`config.mk`:
```
export PLATFORM = sky130hd
export DESIGN_NAME = exc_retire_ctrl
export DESIGN_NICKNAME = d
export VERILOG_FILES = /design/src/rtl/exc_pkg.sv /design/src/rtl/exc_fsm.sv /design/src/rtl/exc_vector.sv /design/src/rtl/exc_state_regs.sv /design/src/rtl/exc_retire_ctrl.sv
export SDC_FILE = /design/constraint.sdc
export NUM_CORES = 1
export LEC_CHECK = 0
export BUFFER_PORTS_ARGS = -buffer_cell sky130_fd_sc_hd__buf_4
export CORE_MARGIN = 2
export CORE_UTILIZATION = 24
export DETAILED_ROUTE_END_ITERATION = 16
export PLACE_DENSITY = 0.4
export SYNTH_ARGS = -nofsm -noshare
export SYNTH_HDL_FRONTEND = slang
export SYNTH_HIERARCHICAL = 1
export SYNTH_SLANG_ARGS = --single-unit
export TNS_END_PERCENT = 50
```
`constraint.sdc`:
```
create_clock -name clk -period 6.4 [get_ports clk]
set_input_delay 0.64 -clock clk [delete_from_list [all_inputs] [get_ports clk]]
set_output_delay 0.64 -clock clk [all_outputs]
set_load 0.01 [all_outputs]
```
`src/rtl/exc_pkg.sv`:
```
package exc_pkg;

    typedef enum logic [2:0] {
        ST_RUN,
        ST_DRAIN,
        ST_ENTER,
        ST_HANDLER,
        ST_RETURN
    } exc_state_t;

    typedef struct packed {
        logic [1:0] fpm;
        logic       ee;
        logic       sup;
    } msr_t;

    localparam int CLS_SRESET = 1;
    localparam int CLS_MCHECK = 2;
    localparam int CLS_EXTIRQ = 5;

    localparam logic [1:0] FPM_OFF     = 2'b00;
    localparam logic [1:0] FPM_IMP_NR  = 2'b01;
    localparam logic [1:0] FPM_IMP_REC = 2'b10;
    localparam logic [1:0] FPM_PRECISE = 2'b11;

    // Recoverable imprecise mode is handled as precise mode.
    function automatic logic [1:0] fpm_fold(input logic [1:0] req);
        return (req == FPM_IMP_REC) ? FPM_PRECISE : req;
    endfunction

endpackage

```
`src/rtl/exc_fsm.sv`:
```
module exc_fsm
    import exc_pkg::*;
#(
    parameter int CLS_W = 3
) (
    input  logic             clk,
    input  logic             rst_n,
    input  logic             head_valid,
    input  logic             head_done,
    input  logic             head_exc,
    input  logic [CLS_W-1:0] head_cls,
    input  logic             rob_empty,
    input  logic             irq,
    input  logic             irq_en,
    input  logic             sreset,
    input  logic             mcheck,
    input  logic             rfi,
    output exc_state_t       state_q,
    output logic             take,
    output logic             take_sync,
    output logic [CLS_W-1:0] take_cls,
    output logic             ret_go,
    output logic             retire,
    output logic             flush,
    output logic             redir_valid,
    output logic             hold_dispatch
);

    exc_state_t       state_d;
    logic             cat_req;
    logic [CLS_W-1:0] cat_cls;
    logic             head_ok;
    logic             head_bad;
    logic             irq_live;

    assign cat_req  = sreset | mcheck;
    assign cat_cls  = sreset ? CLS_W'(CLS_SRESET) : CLS_W'(CLS_MCHECK);
    assign head_ok  = head_valid & head_done & ~head_exc;
    assign head_bad = head_valid & head_done & head_exc;
    assign irq_live = irq & irq_en;

    // State register
    always_ff @(posedge clk or negedge rst_n) begin
        if (!rst_n) begin
            state_q <= ST_RUN;
        end else begin
            state_q <= state_d;
        end
    end

    // Next state and entry events
    always_comb begin
        state_d   = state_q;
        take      = 1'b0;
        take_sync = 1'b0;
        take_cls  = '0;
        ret_go    = 1'b0;
        if (cat_req) begin
            state_d  = ST_ENTER;
            take     = 1'b1;
            take_cls = cat_cls;
        end else begin
            unique case (state_q)
                ST_RUN: begin
                    if (head_bad) begin
                        state_d   = ST_ENTER;
                        take      = 1'b1;
                        take_sync = 1'b1;
                        take_cls  = head_cls;
                    end else if (irq_live) begin
                        state_d = ST_DRAIN;
                    end
                end
                ST_DRAIN: begin
                    if (head_bad) begin
                        state_d   = ST_ENTER;
                        take      = 1'b1;
                        take_sync = 1'b1;
                        take_cls  = head_cls;
                    end else if (!irq_live) begin
                        state_d = ST_RUN;
                    end else if (rob_empty) begin
                        state_d  = ST_ENTER;
                        take     = 1'b1;
                        take_cls = CLS_W'(CLS_EXTIRQ);
                    end
                end
                ST_ENTER: begin
                    state_d = ST_HANDLER;
                end
                ST_HANDLER: begin
                    if (rfi) begin
                        state_d = ST_RETURN;
                        ret_go  = 1'b1;
                    end
                end
                ST_RETURN: begin
                    state_d = ST_RUN;
                end
                default: begin
                    state_d = ST_RUN;
                end
            endcase
        end
    end

    // Outputs
    always_comb begin
        retire        = 1'b0;
        flush         = 1'b0;
        redir_valid   = 1'b0;
        hold_dispatch = 1'b0;
        unique case (state_q)
            ST_RUN: begin
                retire = head_ok & ~cat_req;
            end
            ST_DRAIN: begin
                retire        = head_ok & ~cat_req;
                hold_dispatch = 1'b1;
            end
            ST_ENTER, ST_RETURN: begin
                flush       = 1'b1;
                redir_valid = 1'b1;
            end
            ST_HANDLER: begin
                retire = head_ok & ~cat_req & ~rfi;
            end
            default: begin
                retire = 1'b0;
            end
        endcase
    end

endmodule

```
`src/rtl/exc_vector.sv`:
```
module exc_vector #(
    parameter int              AW        = 32,
    parameter int              CLS_W     = 3,
    parameter logic [AW-1:0]   VEC_BASE  = 32'hFFF0_0000,
    parameter int              VEC_SHIFT = 8
) (
    input  logic [CLS_W-1:0] cls,
    output logic [AW-1:0]    vec
);

    generate
        if (VEC_SHIFT >= AW) begin : g_flat
            // Stride beyond the address width: every class lands on the base.
            logic unused_cls;
            assign unused_cls = ^cls;
            assign vec        = VEC_BASE;
        end else begin : g_stride
            localparam int SH = VEC_SHIFT;
            logic [AW-1:0] offs;
            assign offs = AW'(cls) << SH;
            // Sum truncated to AW bits: the carry out is discarded.
            assign vec  = VEC_BASE + offs;
        end
    endgenerate

endmodule

```
`src/rtl/exc_state_regs.sv`:
```
module exc_state_regs
    import exc_pkg::*;
#(
    parameter int            AW       = 32,
    parameter logic [AW-1:0] RESET_PC = '0
) (
    input  logic          clk,
    input  logic          rst_n,
    input  logic          take,
    input  logic          take_sync,
    input  logic [AW-1:0] head_pc,
    input  logic [AW-1:0] vec,
    input  logic          ret_go,
    input  logic          retire,
    input  logic          fpm_wr,
    input  logic [1:0]    fpm_val,
    output logic [AW-1:0] save0,
    output msr_t          save1,
    output msr_t          msr,
    output logic [AW-1:0] redir_q
);

    localparam logic [AW-1:0] STEP = AW'(4);

    logic [AW-1:0] next_seq;
    msr_t          msr_rst;

    assign msr_rst = '{fpm: FPM_OFF, ee: 1'b1, sup: 1'b0};

    always_ff @(posedge clk or negedge rst_n) begin
        if (!rst_n) begin
            save0    <= '0;
            save1    <= '0;
            msr      <= msr_rst;
            redir_q  <= '0;
            next_seq <= RESET_PC;
        end else if (take) begin
            save0    <= take_sync ? head_pc : next_seq;
            save1    <= msr;
            msr.sup  <= 1'b1;
            msr.ee   <= 1'b0;
            redir_q  <= vec;
            next_seq <= vec;
        end else if (ret_go) begin
            msr      <= save1;
            redir_q  <= save0;
            next_seq <= save0;
        end else begin
            if (retire) begin
                next_seq <= head_pc + STEP;
            end
            if (fpm_wr) begin
                msr.fpm <= fpm_fold(fpm_val);
            end
        end
    end

endmodule

```
`src/rtl/exc_retire_ctrl.sv`:
```
module exc_retire_ctrl
    import exc_pkg::*;
#(
    parameter int            AW        = 32,
    parameter int            CLS_W     = 3,
    parameter logic [AW-1:0] VEC_BASE  = 32'hFFF0_0000,
    parameter int            VEC_SHIFT = 8,
    parameter logic [AW-1:0] RESET_PC  = '0
) (
    input  logic             clk,
    input  logic             rst_n,
    input  logic             head_valid,
    input  logic             head_done,
    input  logic             head_exc,
    input  logic [CLS_W-1:0] head_cls,
    input  logic [AW-1:0]    head_pc,
    input  logic             rob_empty,
    input  logic             irq,
    input  logic             sreset,
    input  logic             mcheck,
    input  logic             rfi,
    input  logic             fpm_wr,
    input  logic [1:0]       fpm_val,
    output logic             retire,
    output logic             flush,
    output logic             hold_dispatch,
    output logic             redir_valid,
    output logic [AW-1:0]    redir_pc,
    output logic [AW-1:0]    save0,
    output logic [3:0]       save1,
    output logic             msr_sup,
    output logic             msr_ee,
    output logic [1:0]       fp_mode
);

    exc_state_t       st;
    logic             take;
    logic             take_sync;
    logic [CLS_W-1:0] take_cls;
    logic             ret_go;
    logic [AW-1:0]    vec;
    logic [AW-1:0]    redir_q;
    msr_t             msr;
    msr_t             save1_s;

    exc_fsm #(.CLS_W(CLS_W)) u_fsm (
        .clk           (clk),
        .rst_n         (rst_n),
        .head_valid    (head_valid),
        .head_done     (head_done),
        .head_exc      (head_exc),
        .head_cls      (head_cls),
        .rob_empty     (rob_empty),
        .irq           (irq),
        .irq_en        (msr.ee),
        .sreset        (sreset),
        .mcheck        (mcheck),
        .rfi           (rfi),
        .state_q       (st),
        .take          (take),
        .take_sync     (take_sync),
        .take_cls      (take_cls),
        .ret_go        (ret_go),
        .retire        (retire),
        .flush         (flush),
        .redir_valid   (redir_valid),
        .hold_dispatch (hold_dispatch)
    );

    exc_vector #(
        .AW        (AW),
        .CLS_W     (CLS_W),
        .VEC_BASE  (VEC_BASE),
        .VEC_SHIFT (VEC_SHIFT)
    ) u_vec (
        .cls (take_cls),
        .vec (vec)
    );

    exc_state_regs #(
        .AW       (AW),
        .RESET_PC (RESET_PC)
    ) u_regs (
        .clk       (clk),
        .rst_n     (rst_n),
        .take      (take),
        .take_sync (take_sync),
        .head_pc   (head_pc),
        .vec       (vec),
        .ret_go    (ret_go),
        .retire    (retire),
        .fpm_wr    (fpm_wr),
        .fpm_val   (fpm_val),
        .save0     (save0),
        .save1     (save1_s),
        .msr       (msr),
        .redir_q   (redir_q)
    );

    assign redir_pc = redir_q;
    assign save1    = save1_s;
    assign msr_sup  = msr.sup;
    assign msr_ee   = msr.ee;
    assign fp_mode  = msr.fpm;

endmodule

```
---- After elaboration in Yosys (flattened, before gate mapping) ----
Index checks and enable logic that the tools add are counted.
storage, ports and cells
  flip-flop bits (word level) ............. 107
  bits of input ports ..................... 48
  output and inout port bits .............. 76
  word-level logic and storage cells ...... 79
operators by class
  add/subtract/negate cells ............... 2
  equal/unequal tests ..................... 8
  muxes and demuxes ....................... 40
  bitwise logic cells ..................... 11
  reduce and logical (&&, ||, !) cells .... 8
operators with widths
  cell                    count
  $mux 32                 6
  $mux 3                  12
  $add 32x3->32 const B   1
  $add 21x12->22 const A  1
  $mux 1                  12
  $mux 2                  6
  $pmux 3 s4              1
  $and 1x1->1             6
  $eq 3x2->1 const B      2
  $pmux 3 s2              1
  $ne 5x3->1 const B      1
  $ne 4x1->1 const B      1
  $not 1->1               4
  $pmux 1 s2              2
  $reduce_bool 2->1       2
  $reduce_or 2->1         2
  $eq 3x1->1 const B      1
  $eq 3x3->1 const B      1
  $logic_not 3->1         1
  $ne 3x2->1 const B      1
  $reduce_and 3->1        1
  $reduce_bool 3->1       1
  $eq 2x2->1 const B      1
  $reduce_and 2->1        1
  $or 1x1->1              1

---- Logic depth before layout (Yosys ltp) ----
  depth after elaboration ................. 8
  gate-level depth with buffers ........... 11
  gate-level depth less buffers ........... 7

---- Cells and area by module ----
The synthesis kept the hierarchy.
by module, submodules not included
  module          times used  cells each  area each (µm²)  seq. area each (µm²)
  exc_state_regs  1           581         5476.5           2603.7
  exc_fsm         1           41          302.8            75.1
  exc_vector      1           34          247.7            0.0

---- Worst setup path after synthesis ----
Ideal clock, no wire load.
  path kind ............................... input-to-reg
  start ................................... input port sreset
  end ..................................... register u_regs.next_seq[20]
  setup time .............................. 119 ps
  data arrival time ....................... 2449 ps
  required time ........................... 6281 ps
  slack ................................... 3832 ps
  stages on the path ...................... 7
  path buffers ............................ 1
  path through ............................ or3_4 > a2111oi_2 > clkbuf_1 > nor2b_1 > o31ai_1 > a31oi_1 > nor2_1
between the ends
  word-level cells in the longest chain between the ends .. 6
  elaborated cells between the ends (all ways) .. 13
  classes of those cells .................. add/sub (1); mux (7); bitwise (4); reduce/logical (1)
RTL lines
  what                             RTL line                                        source
  start: declaration               exc_retire_ctrl.sv:19                           input logic sreset,
  $or 1x1->1 (*)                   exc_fsm.sv:36                                   assign cat_req = sreset | mcheck;
  $not 1->1 (*)                    exc_fsm.sv:115, exc_fsm.sv:118, exc_fsm.sv:126
  $and 1x1->1 (*)                  exc_fsm.sv:115, exc_fsm.sv:118, exc_fsm.sv:126
  $and 1x1->1                      exc_fsm.sv:126                                  retire = head_ok & ~cat_req & ~rfi;
  $pmux 1 s2 (*)                   exc_fsm.sv:113                                  unique case (state_q)
  via retire                       exc_retire_ctrl.sv:24                           output logic retire,
  $reduce_bool 3->1 (no line) (*)  -
  end signal: assignment           exc_state_regs.sv:43                            next_seq <= vec;
  end signal: assignment           exc_state_regs.sv:47                            next_seq <= save0;
  end signal: assignment           exc_state_regs.sv:50                            next_seq <= head_pc + STEP;
  end: declaration                 exc_state_regs.sv:25                            logic [AW-1:0] next_seq;
Mark *: on every way through the listed nets, which the timed path passes. The rest lies on a longest branch.
A chain may end at the register's enable or synchronous reset.

---- Worst setup path in the final report ----
  start ................................... register u_fsm.state_q[1]
  end ..................................... register u_regs.next_seq[4]
between the ends
  elaborated cells between the ends (all ways) .. 12
  classes of those cells .................. eq/ne (2); mux (7); reduce/logical (3)
RTL lines
  what                                                           RTL line               source
  start: declaration                                             exc_fsm.sv:18          output exc_state_t state_q,
  start signal: assignment                                       exc_fsm.sv:47          state_q <= state_d;
  $eq 3x1->1 / $logic_not 3->1 (equally long branches)           exc_fsm.sv:63          unique case (state_q)
  $pmux 1 s2 (*)                                                 exc_fsm.sv:63
  $mux 1 (*)                                                     exc_fsm.sv:58          if (cat_req) begin
  via take                                                       exc_retire_ctrl.sv:37  logic take;
  $reduce_bool 3->1 (no line) / $mux 32 (equally long branches)  -
Marks and branches as above.

==> results.md <==
- Status: complete, no violations
- Clock Path Buffers: 2
- CTS resizes: 0
- Largest net degree at the start of global routing: 91
- Setup crit end kind: flip-flop
- FFs w/ async S/R, synth: 100%
- Die Height: 162 um
- I/O pins: 124
- Power density cells: 222 nW/um^2
- Worst-Skew Late Latency: roughly 0.36 ns
- Tmin final: 3.29 ns
- Least-Margin Pin Slew: around 1.0 ns
- Antenna-violating nets left: 0
- Initial antenna violation count: 0
- IO buf count: around 120
- RSZ-0062 raised after global routing: false
- Root buffer selected by CTS: clkbuf_16
- Area fraction of the dominant cell type after synthesis: between 40% and 50%
- DRC viols: 0
- Synth top area cells: dfrtp_1 44%, mux2i_1 8.3%, a21oi_1 6.6%
- Cell taking the most area after synthesis: dfrtp_1
- Worst path slowest cell: buf_4
- Startpoint types: flip-flop
- Min-Delay Path Class: in2async
- Leakage power: a little over 3 nW
- CORE AREA: 24500 um^2
- Layout Area Growth over Synthesis: 23.0%
- CTS tree: done
- Commonest non-fill, non-tap cell in the layout: buf_4
- Layout cells sized above 1: between 20% and 30%
- Fin Clk Skew: between 0.01 and 0.015 ns
- Setup ws final: 3.11 ns
- Vias: 4883
- Cell area after technology mapping: around 6000 um^2
- Die area: about 26000 um^2
- DRT Pass-1 Iters: 5
- Final Cycle Share: 51.4%
- Inserted Diodes: 0
- Global-route usage over all layers: approximately 14%
- Mean Syn Cell Area: 9.19 um^2
- Crit path buf inv count: 1
- Final Hold Fails: 0
- Yosys warning total: 6
- Max stage delay on crit path: around 0.76 ns
- Pre-CTS WS: around 2.8 ns
- Cell count after synthesis: 656
- Clock sink total: 107
- CTS buffer count: 9
- CP Data Arrival Time: 3.54 ns
- Vias in the first global route: 4908
- GPL Wtd Cong: 0.792
- Final net count: 799
- Most frequent cells in the layout: 127 x buf_4, 106 x dfrtp_1, 79 x a21oi_1, 77 x nor2_1, 50 x mux2i_1
- Die X: 162 um
- Slew Limit Headroom: 33.2%
- Max Fclk: 304 MHz
- HPWL reported at the end of detailed placement: 12500 um
- Clock transition at the registers of the reported paths: 0.08 ns
- Max_cap viols: 0
- Total gr overflow: 0
- DR vias/cell: 4.53
- Yosys cell types: 57
- H-tree Lvls: 3
- Max Transition Viols Final: 0
- Row count: 57
- Critical path type: reg2reg
- CP cell instances: nor2_1 > o21ai_0 > nand2_4 > buf_4 > or3_1 > o211ai_1 > o21a_1
- Setup repair bufs after CTS: 0
- Setup TNS: 0 ns
- Critical Path Fanout Max: 90
- Delay-heaviest family, CP: simple AND/OR/NAND/NOR gates
- Ys flop type: dfrtp_1
- Finish-stage setup viols: 0
- Hold-fix buffers, CTS: 0
- Initial Utilization: around 25%
- DRT iter0 DRCs: approximately 240
- First-pass GRT wire length: 28300 um
- EDFF count, synth: 0
- Final Core Density: between 30% and 40%
- Critical Path RT: around 6.7 ns
- Register area share after synthesis: 44.4%
- Routed wire per std cell: roughly 17 um
- Final WL: between 15000 and 20000 um
- Seq cells post-synth: 107
- Worst vdd ir: about 140 uV
-- kinds of logic (layout without fill, tap and decap cells) --
group / after synthesis / after routing / share of synthesized area [%]
compound gates: 174 / 174 / 17.2
mux: 55 / 55 / 9.24
other cells: 2 / 29 / 0.125
xor+xnor: 26 / 26 / 3.78
buf+inv: 82 / 154 / 7.31
flops: 107 / 107 / 44.4
fa+ha+maj: 1 / 1 / 0.208
simple gates: 209 / 209 / 17.7
-- metrics by stage --
stage	power (mW)	cells	hold slack, ns	instance area (um^2)
2_1_floorplan	0.962	683	0.344	6130
3_3_place_gp	1.12	1063	0.476	7140
3_5_place_dp	1.12	1063	0.479	7140
4_1_cts	1.68	1079	0.376	7410
5_1_grt	1.74	1079	0.394	7410
6_report	1.65	1079	0.350	7410
-- cell usage after synthesis (all sizes together) (6+ instances only) --
cell    count
nand2b     18
and3        8
dfrtp     106
a21oi      79
xnor2      18
nor2       79
o21ai      36
mux2i      50
xor2        8
buf        42
a31oi       6
inv        10
nor2b      17
nand2      42
nand4      12
nand3      10
o22ai      10
a21boi     17
clkbuf     30
-- layout make-up --
type                            count  area, um^2
Tap cell                          324         405
Multi-Input combinational cell    494        3040
Inverter                           10        37.5
Sequential cell                   107        2680
Timing Repair Buffer              128         973
Clock inverter                      7        50.0
Clock buffer                        9         225
Fill cell                        2602       17000
-- state kept, by name (all words and copies together), names as in the netlist --
register	cells
u_fsm/state_q	3
u_regs/save1	4
u_regs/msr	4
u_regs/redir_q	32
u_regs/save0	32
u_regs/next_seq	32
-- layer usage --
metal	GRT usage, %	wire (um)	vias to the layer above
met5	0	0	-
met4	4.06	236	0
met3	3.03	749	15
met2	22.1	8260	108
met1	18.7	8710	2327
li1	-	-	2433
-- worst paths after layout --
check | from | end | slack (ns) | cells past startpoint
max | u_fsm/state_q[1]$_DFFE_PN0P_ | u_regs/next_seq[4]$_DFFE_PN0P_ | 3.11 | 7
min | rst_n | u_fsm/state_q[1]$_DFFE_PN0P_ | 0.35 | 1
max reg2reg | u_fsm/state_q[1]$_DFFE_PN0P_ | u_regs/next_seq[4]$_DFFE_PN0P_ | 3.11 | 7
min reg2reg | u_regs/next_seq[2]$_DFFE_PN0P_ | u_regs/next_seq[2]$_DFFE_PN0P_ | 0.49 | 1
max in group asynchronous | rst_n | u_regs/save0[12]$_DFFE_PN0P_ | 4.84 | 2
min in group clk | u_regs/next_seq[2]$_DFFE_PN0P_ | u_regs/next_seq[2]$_DFFE_PN0P_ | 0.49 | 1
-- where the power goes --
group	switching (mW)	internal (mW)	leakage, nW
Clock	0.274	0.268	0.140
Sequential	0.0536	0.741	1.24
Combinational	0.164	0.145	1.66
Power figures use the tool's default switching activity.
